## src/rtl/cwd_pkg.sv

```systemverilog
package cwd_pkg;

    parameter int WORD_W = 16;
    parameter int FLD_W  = 5;
    parameter int ADDR_W = 5;

    localparam int WC_LSB   = 0;
    localparam int SA_LSB   = FLD_W;
    localparam int TR_POS   = 2 * FLD_W;
    localparam int ADDR_LSB = TR_POS + 1;

    typedef struct packed {
        logic [FLD_W-1:0] fld;
        logic             mode;
        logic             tr;
        logic             bcast;
        logic             bus;
        logic             hit_n;
    } cwd_latch_t;

endpackage

```

## src/rtl/cwd_field_split.sv

```systemverilog
module cwd_field_split
    import cwd_pkg::*;
#(
    parameter bit MODE_ALL_ONES = 1'b1
) (
    input  logic [WORD_W-1:0] word,
    input  logic [ADDR_W-1:0] my_addr,
    output logic              addr_eq,
    output logic              is_bcast,
    output logic              is_mode,
    output logic              tr,
    output logic [FLD_W-1:0]  fld
);
    logic [ADDR_W-1:0] addr_f;
    logic [FLD_W-1:0]  sa_f;
    logic [FLD_W-1:0]  wc_f;
    logic              sa_zero;

    assign addr_f  = word[ADDR_LSB +: ADDR_W];
    assign sa_f    = word[SA_LSB +: FLD_W];
    assign wc_f    = word[WC_LSB +: FLD_W];
    assign tr      = word[TR_POS];
    assign addr_eq = (addr_f == my_addr);
    assign is_bcast = &addr_f;
    assign sa_zero = ~|sa_f;

    generate
        if (MODE_ALL_ONES) begin : g_two_codes
            assign is_mode = sa_zero | (&sa_f);
        end else begin : g_zero_only
            assign is_mode = sa_zero;
        end
    endgenerate

    assign fld = is_mode ? wc_f : sa_f;
endmodule

```

## src/rtl/cwd_illegal_sampler.sv

```systemverilog
module cwd_illegal_sampler #(
    parameter int SAMPLE_CYCLES = 63
) (
    input  logic clk,
    input  logic rst_n,
    input  logic start,
    input  logic illegal_n,
    output logic done,
    output logic illegal
);
    localparam int CNT_W = $clog2(SAMPLE_CYCLES + 1);
    localparam logic [CNT_W-1:0] CNT_INIT = CNT_W'(SAMPLE_CYCLES - 1);

    typedef struct packed {
        logic             wait_on;
        logic [CNT_W-1:0] cnt;
        logic             done;
        logic             illegal;
    } smp_t;

    smp_t s_d, s_q;

    always_comb begin
        s_d      = s_q;
        s_d.done = 1'b0;
        if (start) begin
            s_d.wait_on = 1'b1;
            s_d.cnt     = CNT_INIT;
            s_d.illegal = 1'b0;
        end else if (s_q.wait_on) begin
            if (s_q.cnt == '0) begin
                s_d.wait_on = 1'b0;
                s_d.done    = 1'b1;
                s_d.illegal = ~illegal_n;
            end else begin
                s_d.cnt = s_q.cnt - 1'b1;
            end
        end
    end

    always_ff @(posedge clk or negedge rst_n) begin
        if (!rst_n) s_q <= '0;
        else        s_q <= s_d;
    end

    assign done    = s_q.done;
    assign illegal = s_q.illegal;
endmodule

```

## src/rtl/cmd_word_decoder.sv

```systemverilog
module cmd_word_decoder
    import cwd_pkg::*;
#(
    parameter int SAMPLE_CYCLES = 63,
    parameter bit MODE_ALL_ONES = 1'b1
) (
    input  logic              clk,
    input  logic              rst_n,
    input  logic              word_vld,
    input  logic              word_err,
    input  logic              word_bus,
    input  logic [WORD_W-1:0] word_data,
    input  logic [ADDR_W-1:0] term_addr,
    input  logic              illegal_n,
    output logic              addr_hit_n,
    output logic [FLD_W-1:0]  sel_fld,
    output logic              mode_cmd,
    output logic              tr_bit,
    output logic              bcast_rcv,
    output logic              cmd_bus,
    output logic              ill_done,
    output logic              cmd_illegal
);
    localparam cwd_latch_t LATCH_RST = '{fld: '0, mode: 1'b0, tr: 1'b0,
                                         bcast: 1'b0, bus: 1'b0, hit_n: 1'b1};

    logic             acc;
    logic             w_addr_eq;
    logic             w_bcast;
    logic             w_mode;
    logic             w_tr;
    logic [FLD_W-1:0] w_fld;

    cwd_latch_t lt_d, lt_q;

    assign acc = word_vld & ~word_err;

    cwd_field_split #(
        .MODE_ALL_ONES(MODE_ALL_ONES)
    ) split_i (
        .word     (word_data),
        .my_addr  (term_addr),
        .addr_eq  (w_addr_eq),
        .is_bcast (w_bcast),
        .is_mode  (w_mode),
        .tr       (w_tr),
        .fld      (w_fld)
    );

    always_comb begin
        lt_d       = lt_q;
        lt_d.hit_n = 1'b1;
        if (acc) begin
            lt_d.fld   = w_fld;
            lt_d.mode  = w_mode;
            lt_d.tr    = w_tr;
            lt_d.bcast = w_bcast;
            lt_d.bus   = word_bus;
            lt_d.hit_n = ~w_addr_eq;
        end
    end

    always_ff @(posedge clk or negedge rst_n) begin
        if (!rst_n) lt_q <= LATCH_RST;
        else        lt_q <= lt_d;
    end

    cwd_illegal_sampler #(
        .SAMPLE_CYCLES(SAMPLE_CYCLES)
    ) smp_i (
        .clk       (clk),
        .rst_n     (rst_n),
        .start     (acc),
        .illegal_n (illegal_n),
        .done      (ill_done),
        .illegal   (cmd_illegal)
    );

    assign addr_hit_n = lt_q.hit_n;
    assign sel_fld    = lt_q.fld;
    assign mode_cmd   = lt_q.mode;
    assign tr_bit     = lt_q.tr;
    assign bcast_rcv  = lt_q.bcast;
    assign cmd_bus    = lt_q.bus;
endmodule

```

## config.mk

```make
export PLATFORM = sky130hd
export DESIGN_NAME = cmd_word_decoder
export DESIGN_NICKNAME = d
export VERILOG_FILES = /design/src/rtl/cwd_pkg.sv /design/src/rtl/cwd_field_split.sv /design/src/rtl/cwd_illegal_sampler.sv /design/src/rtl/cmd_word_decoder.sv
export SDC_FILE = /design/constraint.sdc
export NUM_CORES = 1
export LEC_CHECK = 0
export BUFFER_PORTS_ARGS = -buffer_cell sky130_fd_sc_hd__buf_2
export CORE_MARGIN = 2
export CORE_UTILIZATION = 45
export CTS_CLUSTER_SIZE = 12
export DETAILED_ROUTE_END_ITERATION = 8
export GPL_ROUTABILITY_DRIVEN = 0
export GPL_TIMING_DRIVEN = 0
export PLACE_DENSITY = 0.7
export SLEW_MARGIN = 25
export SYNTH_ARGS = -nofsm -noshare
export SYNTH_HDL_FRONTEND = slang
export SYNTH_HIERARCHICAL = 1
export SYNTH_SLANG_ARGS = --single-unit
export TNS_END_PERCENT = 30
```

## constraint.sdc

```tcl
create_clock -name clk -period 2 [get_ports clk]
set_input_delay 0.4 -clock clk [delete_from_list [all_inputs] [get_ports clk]]
set_output_delay 0.4 -clock clk [all_outputs]
set_load 0.005 [all_outputs]
```

# Word-level counts from Yosys, hierarchy flattened
# Index checks and enable logic that the tools add are counted.
dict set report word_totals {
  ff_bits 19
  latchBits 0
  ram_bits 0
  mem_bits_ro 0
  in_bits 27
  output_inout_bits 12
  wordCells 36
  mem_count 0
}
dict set report classes {
  n_addsub 1
  multipliers 0
  div 0
  magnitude_cmp 0
  eq_ne 2
  shifts 0
  muxes 9
  bitwise_logic 5
  n_reduce_logical 9
}
# op count
set op_table {}
lappend op_table {{AND reduction 5 bit} 2}
lappend op_table {{2-to-1 mux 9 bit} 1}
lappend op_table {{2-to-1 mux 7 bit} 1}
lappend op_table {{zero test 6 bit} 1}
lappend op_table {{2-to-1 mux 6 bit} 1}
lappend op_table {{subtractor 6 x 1 -> 6 bit, second input constant} 1}
lappend op_table {{equality test 5 bit} 1}
lappend op_table {{2-to-1 mux 5 bit} 1}
lappend op_table {{OR reduction 5 bit} 1}
lappend op_table {{2-to-1 mux 1 bit} 4}
lappend op_table {{AND reduction 2 bit} 2}
lappend op_table {{nonzero test 2 bit} 2}
lappend op_table {{inverter 1 bit} 3}
lappend op_table {{2-to-1 mux 2 bit} 1}
lappend op_table {{inequality test 2 bit, second input constant} 1}
lappend op_table {{bitwise AND 1 bit} 1}
lappend op_table {{zero test 1 bit} 1}
lappend op_table {{OR 1 bit} 1}

# Logic depth before layout (Yosys ltp)
# Gate-level depths: netlist of run 1.
dict set report logic_depth {
  word_depth 4
  depth_mapped 6
  ltp_nobuf 5
}

# Cells and area by module
# The synthesis of run 1 kept the hierarchy.
# module instances cells_each area_per_inst_um2 seq_area_each_um2
set modules_own_cells {}
lappend modules_own_cells {cwd_illegal_sampler 1 50 509.2 225.2}
lappend modules_own_cells {cmd_word_decoder 1 22 420.4 251.5}
lappend modules_own_cells {cwd_field_split 1 24 201.4 0.0}

# Least setup slack after synthesis of run 1
# Ideal clock, no wire load.
dict set report synth_timing {
  path_kind {register to register}
  startpoint {reg smp_i/s_q[2] (netlist bit)}
  endpoint {reg smp_i.s_q, in the netlist smp_i/illegal}
  setup_ps 125
  arrival_time_ps 1569
  required_time_ps 1875
  setup_slack_ps 307
  stages_incl_launch_ff 6
  n_path_buf 0
  synth_period_minus_slack_ps 1693
  cell_sequence {dfrtp_1 inv_1 ha_1 nor3b_1 nand3_1 mux2_2}
}
dict set report synth_via {
  elab_chain_cells 3
}
# item line_no
set synth_lines {}
lappend synth_lines {{start, declared} cwd_illegal_sampler.sv:21} ;# smp_t s_d, s_q;
lappend synth_lines {{start signal, assigned} cwd_illegal_sampler.sv:42} ;# if (!rst_n) s_q <= '0;
lappend synth_lines {{start signal, assigned} cwd_illegal_sampler.sv:43} ;# else s_q <= s_d;
lappend synth_lines {{zero test 6 bit} cwd_illegal_sampler.sv:31} ;# if (s_q.cnt == '0) begin
lappend synth_lines {{nonzero test 2 bit (no source line)} n/a}
lappend synth_lines {{AND reduction 2 bit (no source line)} n/a}
# No other way between the ends.
# A chain may end at the register's enable or synchronous reset.

# Worst setup path after layout of run 1
dict set report layout_timing {
  startpoint {reg smp_i/s_q[2] (netlist bit)}
  endpoint {reg smp_i/s_q[3] (netlist bit)}
}
dict set report layout_via {
  elab_chain_cells 4
  word_cells_on_any_way 7
  cone_classes {add/sub (1); eq/ne (1); mux (3); reduce/logical (2)}
}
# item line_no
set layout_lines {}
lappend layout_lines {{subtractor 6 x 1 -> 6 bit} cwd_illegal_sampler.sv:36} ;# s_d.cnt = s_q.cnt - 1'b1;
lappend layout_lines {{2-to-1 mux 6 bit} cwd_illegal_sampler.sv:31}
lappend layout_lines {{2-to-1 mux 9 bit} cwd_illegal_sampler.sv:30} ;# end else if (s_q.wait_on) begin
lappend layout_lines {{2-to-1 mux 7 bit} cwd_illegal_sampler.sv:26} ;# if (start) begin
# Several ways; a longest one is shown, not always the timed one. The select of a mux whose other input is x is not followed.

==> summary.md, run 1 <==
| Metric | Value |
|---|---|
| Vias in the first global route | a little under 900 |
| Max Cap Viol | 0 |
| Reg clk slew, reported paths | around 0.12 ns |
| Die height | ~54 um |
| CTS sink count | 19 |
| CTS tree | done |
| Status | finished, final reports clean |
| Post-CTS Setup Repair Bufs | 0 |
| Final core occ | roughly 57% |
| Leak | about 0.64 nW |
| Final Setup Violations | 0 |
| Critical Path Sink Type | flop |
| Hold-fix buffers at CTS | 0 |
| Setup_tns | 0 ns |
| Max-Slew Margin vs Limit | ~66% |
| Initial antenna violation count | 0 |
| Num rows | 18 |
| Area delta synth->final | 22.5% |
| Wire per inst | approximately 12 um |
| Worst hold slack | 0.0143 ns |
| Vias per cell | about 5.3 |
| Avg Cell Area, Syn | between 10 and 15 sq um |
| Largest net degree at the start of global routing | 20 |
| Final period utilization | between 80% and 90% |
| Placed insts | ~160 |
| Crit path required time | 2.20 ns |
| Flop2flop setup slack | approximately 0.21 ns |
| Worst setup path class | flop to flop |
| Yosys warning count | 6 |
| DIE AREA | ~0.003 sq mm |
| Initial Util | 46.5% |
| Nets | approximately 170 |
| Post-Layout Cell Count | around 170 |
| Worst slack, placed | -0.0609 ns |
| Fill cells | roughly 220 |
| Hpwl dp | 1590 um |
| Startpoint Class | flop |
| First-pass GRT wire length | ~3600 um |
| DRC viols | 0 |
| Clk root buf | clkbuf_4 |
| Total Routed Length | roughly 2000 um |
| Gr usage total | 16.8% |
| Total grt overflow | 0 |
| Synth cell types | 37 |
| Synthesized flop and latch total | 19 |
| Syn_nets | ~130 |
| Tightest Pin Transition | 0.505 ns |
| Iter 0 DRT Violations | 11 |
| Share of cells above drive strength 1 | between 40% and 50% |
| Peak supply drop | ~500 uV |
| Worst endpoint data arrival time | 1.99 ns |
| Critical path peak fanout | 8 |
| IO Port Bufs | 37 |
| Design area | between 0.001 and 0.0015 sq mm |
| Final WS setup | between 0.2 and 0.25 ns |
| Post-Synthesis Cells | 96 |
| CTS buffer count | 3 |
| Register area share after synthesis | 42.1% |
| Pins Over Slew Limit | 0 |
| Placed inst area | approximately 0.0014 sq mm |
| H-tree depth | 1 |
| HP Class | input port to async pin |
| Chip Width | approximately 54 um |
| Clk Latency, worst-skew pair | between 0.2 and 0.3 ns |
| ANT cells | 0 |
| IO Count | 39 |
| Worst setup startpoint | smp_i/s_q[2] |
| Drt first pass iters | 4 |
| Post-Syn Area | 0.00113 sq mm |
| Max frequency | approximately 560 MHz |
| Core area | approximately 0.0024 sq mm |
| RR Startpoint | smp_i/s_q[2] |
| Post-route ant nets | 0 |
| Final hold vios | 0 |
| Max clock buf depth | 2 |
| Final Total Pwr | 1.07 mW |
| Post-CTS sizing | 1 |
| Vias | 887 |
| Tmin final | approximately 1.8 ns |
| RSZ-0062 raised after global routing | no |
| PD cells | roughly 770 mW/mm^2 |
| Layout Skew | between 0.01 and 0.015 ns |
[registers in the layout (all words and copies together) (netlist names)]
name and count:
smp_i/done 1, tr_bit 1, smp_i/illegal 1, smp_i/s_q 7, bcast_rcv 1, addr_hit_n 1
cmd_bus 1, sel_fld 5, mode_cmd 1
[where the power goes]
group          switching (mW)  internal, mW  total (mW)
combinational           0.160         0.207       0.367
clock                   0.116        0.0774       0.193
sequential             0.0595         0.452       0.512
total                   0.335         0.737        1.07
[cells in the final DEF (no fill, tap or decap), types with 2 or more instances in the layout]
| cell type | netlist | final |
|---|---|---|
| buf_2 | 0 | 37 |
| clkbuf_1 | 1 | 2 |
| clkbuf_4 | 0 | 3 |
| dfrtp_1 | 18 | 18 |
| ha_1 | 2 | 2 |
| inv_1 | 3 | 3 |
| mux2_2 | 2 | 2 |
| mux2_4 | 12 | 12 |
| nand2_1 | 5 | 5 |
| nand3_1 | 6 | 6 |
| nand4_1 | 3 | 3 |
| nor2_1 | 6 | 6 |
| nor2b_1 | 2 | 2 |
| nor3_1 | 3 | 3 |
| o21ai_0 | 4 | 4 |
| or4_1 | 3 | 3 |
| xnor2_1 | 3 | 3 |
| xor2_1 | 2 | 2 |
[final timing paths]
| path | endpoint | cells past startpoint |
|---|---|---|
| min in group clk | tr_bit | 2 |
| worst max register to register | smp_i/s_q[3] | 5 |
| worst min-delay path | smp_i/s_q[7] | 1 |
| max in group asynchronous | addr_hit_n | 1 |
| worst min register to register | cmd_bus | 1 |
| worst max-delay path | smp_i/s_q[3] | 5 |
[layout make-up]
type	count	area (sq um)	area share [%]
multi-input combinational	69	591	42.6
sequential	19	477	34.4
timing repair buffer	37	185	13.4
buffer	5	57.6	4.16
tap	30	37.5	2.71
clock buffer	4	26.3	1.90
inverter	3	11.3	0.813
[synth_stat cells]
cell      number  area [sq um]
a21oi_1        1          5.00
nor2b_1        2          12.5
nor2b_4        1          13.8
clkbuf_1       1          3.75
or2_0          1          6.26
nand3_1        6          30.0
a2bb2o_4       1          20.0
inv_1          3          11.3
nor3_1         3          15.0
or4b_2         1          10.0
buf_12         1          20.0
nand2_1        5          18.8
nor3b_1        1          7.51
xnor2_1        3          26.3
xor2_1         2          17.5
or3b_4         1          11.3
nor2_1         6          22.5
or3_2          1          7.51
ha_1           2          25.0
or4_1          3          22.5
nand4_1        3          18.8
a21o_2         1          8.76
dfstp_2        1          26.3
o21ai_0        4          20.0
a211oi_1       1          7.51
buf_6          1          11.3
a41o_2         1          11.3
and4bb_2       1          12.5
mux2_2         2          22.5
o211ai_1       1          7.51
a211o_1        1          8.76
mux2_4        12           180
buf_8          1          15.0
dfrtp_1       18           450
o31ai_1        1          7.51
buf_4          1          7.51
a311oi_1       1          8.76
[per-layer routing]
metal | global-route usage (%) | vias to the layer above | part of all wire [%]
met5 | 0 | - | 0
met4 | 5.83 | 0 | 0.92
met3 | 3.61 | 2 | 4.8
met2 | 29.3 | 22 | 50
met1 | 20.1 | 430 | 44
li1 | - | 433 | -
[cells by family after synthesis]
logic type / share of synthesized area [%]
simple gates: 18.5
fa+ha+maj: 2.21
mux: 17.9
buf+inv: 6.08
compound gates: 9.29
flops: 42.1
xor+xnor: 3.87
[worst max-delay path: stages (launching register included)]
cell      delay [ns]
dfrtp_1         0.42
inv_1           0.13
ha_1            0.19
nor3b_2         0.45
and4bb_2        0.29
a311oi_1        0.21
Power figures use the tool's default switching activity.
==> run 2: changes to the inputs <==
--- a/config.mk
+++ b/config.mk
@@ -7,12 +7,12 @@
 export LEC_CHECK = 0
 export BUFFER_PORTS_ARGS = -buffer_cell sky130_fd_sc_hd__buf_2
 export CORE_MARGIN = 2
-export CORE_UTILIZATION = 45
+export CORE_UTILIZATION = 49
 export CTS_CLUSTER_SIZE = 12
 export DETAILED_ROUTE_END_ITERATION = 8
 export GPL_ROUTABILITY_DRIVEN = 0
 export GPL_TIMING_DRIVEN = 0
-export PLACE_DENSITY = 0.7
+export PLACE_DENSITY = 0.75
 export SLEW_MARGIN = 25
 export SYNTH_ARGS = -nofsm -noshare
 export SYNTH_HDL_FRONTEND = slang
==> run 2 against run 1 <==
Against the previous run: count of clock-buffer cells in the layout down 1; hold slack worse by 0.0038 ns; non-clock buffer count unchanged; total power up 0.83%; final cell count down 1.2%; critical path depth unchanged; design area about the same; register-to-register slack better by 0.04 ns; fmax up 2.4%; wire length up 4.4%; largest cell class unchanged.
==> summary.md, run 2 (same netlist as run 1, synthesis figures left out) <==
| Metric | Value |
|---|---|
| Initial Util | between 50% and 60% |
| Placed inst area | roughly 0.0014 sq mm |
| Leak | 0.644 nW |
| First-pass GRT wire length | around 3700 um |
| RR Startpoint | smp_i/s_q[2] |
| Startpoint Class | flop |
| Clk Latency, worst-skew pair | about 0.3 ns |
| Switching share of power | between 30% and 40% |
| Vias per cell | 5.27 |
| Critical Path Sink Type | flop |
| Most frequent cells in the layout | buf_2 (37), dfrtp_1 (18), mux2_4 (12) |
| IO Count | 39 |
| Max clock buf depth | 2 |
| Pins Over Slew Limit | 0 |
| Hold-fix buffers at CTS | 0 |
| Share of cells above drive strength 1 | about half |
| Clock share of power | a little under a fifth |
| CP Cell Sequence | inv_1 > ha_1 > nor3b_2 > and4bb_2 > a311oi_1 |
| Flop2flop setup slack | between 0.2 and 0.3 ns |
| Total grt overflow | 0 |
| DIE AREA | around 0.0027 sq mm |
| IO Port Bufs | 37 |
| Die height | roughly 52 um |
| Max frequency | between 500 and 600 MHz |
| Worst setup path class | flop to flop |
| Gr usage total | 18.5% |
| Final period utilization | 87.2% |
| ANT cells | 0 |
| Final Setup Violations | 0 |
| Core area | between 0.002 and 0.0025 sq mm |
| Critical Path Max Stage Delay | about 0.44 ns |
| Layout Skew | approximately 0.0020 ns |
| Tightest Pin Transition | between 0.4 and 0.5 ns |
| Post-route ant nets | 0 |
| Internal | ~740 uW |
| Largest register FFs | 7 |
| Fill cells | approximately 180 |
| Max Cap Viol | 0 |
| Critical path peak fanout | 8 |
| Worst endpoint data arrival time | 1.96 ns |
| Final hold vios | 0 |
| Placed insts | 161 |
| Max-Slew Margin vs Limit | roughly 67% |
| Wire per inst | 13.0 um |
| Area delta synth->final | 22.3% |
| Drt first pass iters | 4 |
| Setup_tns | 0 ns |
| Reg clk slew, reported paths | 0.12 ns |
| Iter 0 DRT Violations | 12 |
| Combinational Power Share | about 34% |
| CTS buffer count | 3 |
| Chip Width | ~52 um |
| Post-Layout Cell Count | between 150 and 200 |
| Tmin final | approximately 1.7 ns |
| Largest net degree at the start of global routing | 20 |
| HP Class | input port to async pin |
| Vias | 870 |
| Crit path required time | roughly 2.2 ns |
| Worst hold slack | ~0.011 ns |
| Register share of total power | a little under half |
| H-tree depth | 1 |
| RSZ-0062 raised after global routing | no |
| PD cells | just under 800 mW/mm^2 |
| DRC viols | 0 |
| Initial antenna violation count | 0 |
| Hpwl dp | 1660 um |
| Num rows | 17 |
| CTS tree | done |
| CP max-delay cell | nor3b_2 |
| Design area | ~0.0014 sq mm |
| CTS sink count | 19 |
| Peak supply drop | 439 uV |
| Top reg by flops | smp_i/s_q |
| Worst setup startpoint | smp_i/s_q[2] |
| Status | finished, final reports clean |
| Nets | 167 |
| Total Routed Length | around 2200 um |
| Switching pwr | around 350 uW |
| Vias in the first global route | around 920 |
| Most common cell after layout, fill and taps aside | buf_2 |
| Clk root buf | clkbuf_4 |
run 2: changes by cell type in the layout (fill, tap and decap cells not counted), sizes merged:
cell / before / now
clkbuf: 5 / 4
clkinv: 0 / 1
run 2: power by group through the flow:
stage          Clock [mW]  Sequential [mW]  Combinational, mW
2_1_floorplan           0            0.508              0.262
4_1_cts             0.212            0.509              0.376
3_5_place_dp            0            0.516              0.373
3_3_place_gp            0            0.513              0.355
6_report            0.200            0.510              0.371
5_1_grt             0.228            0.520              0.415
run 2: final timing paths:
check	end	cells past startpoint
min in group clk	cmd_bus	2
hold reg to reg	cmd_bus	1
setup reg to reg	smp_i/s_q[3]	5
hold / removal	smp_i/s_q[7]	1
setup / recovery	smp_i/s_q[3]	5
max in group asynchronous	addr_hit_n	1
run 2: cell type report:
| cell class | count | area (sq um) | area share (%) |
|---|---|---|---|
| clock inverters | 1 | 5.00 | 0.362 |
| plain buffers | 5 | 57.6 | 4.16 |
| multi-input cells | 69 | 591 | 42.7 |
| well taps | 28 | 35.0 | 2.53 |
| inverters | 3 | 11.3 | 0.814 |
| clock buffers | 3 | 22.5 | 1.63 |
| repair buffers | 37 | 185 | 13.4 |
| flip-flops and latches | 19 | 477 | 34.4 |
run 2: routing by layer:
layer	track usage, %	up-vias	share of wire (%)
li1	-	432	-
met1	22.0	412	43
met2	32.3	24	51
met3	2.01	2	4.4
met4	10.1	0	1.2
met5	0	-	0
run 2: timing repair:
action,CTS,global route
buffers inserted,0,0
setup endpoints to repair,3,0
resized for setup,1,0
run 2: critical path, delay by kind of cell, from the launching register on:
kind / cells / cell delay, ns
buffers and inverters: 1 / 0.11
flip-flops: 1 / 0.43
adder cells (fa/ha/maj): 1 / 0.19
AO/OA/AOI/OAI: 1 / 0.19
AND/OR/NAND/NOR: 2 / 0.73
run 2: stage by stage:
stage | worst slack, ns | power (mW) | util (%)
floorplan | 0.307 | 0.770 | -
global placement | 0.0273 | 0.867 | 61.7
detailed placement | -0.0293 | 0.889 | 61.7
CTS | 0.250 | 1.10 | 63.2
global route | 0.0684 | 1.16 | 63.2
finish | 0.257 | 1.08 | 63.2
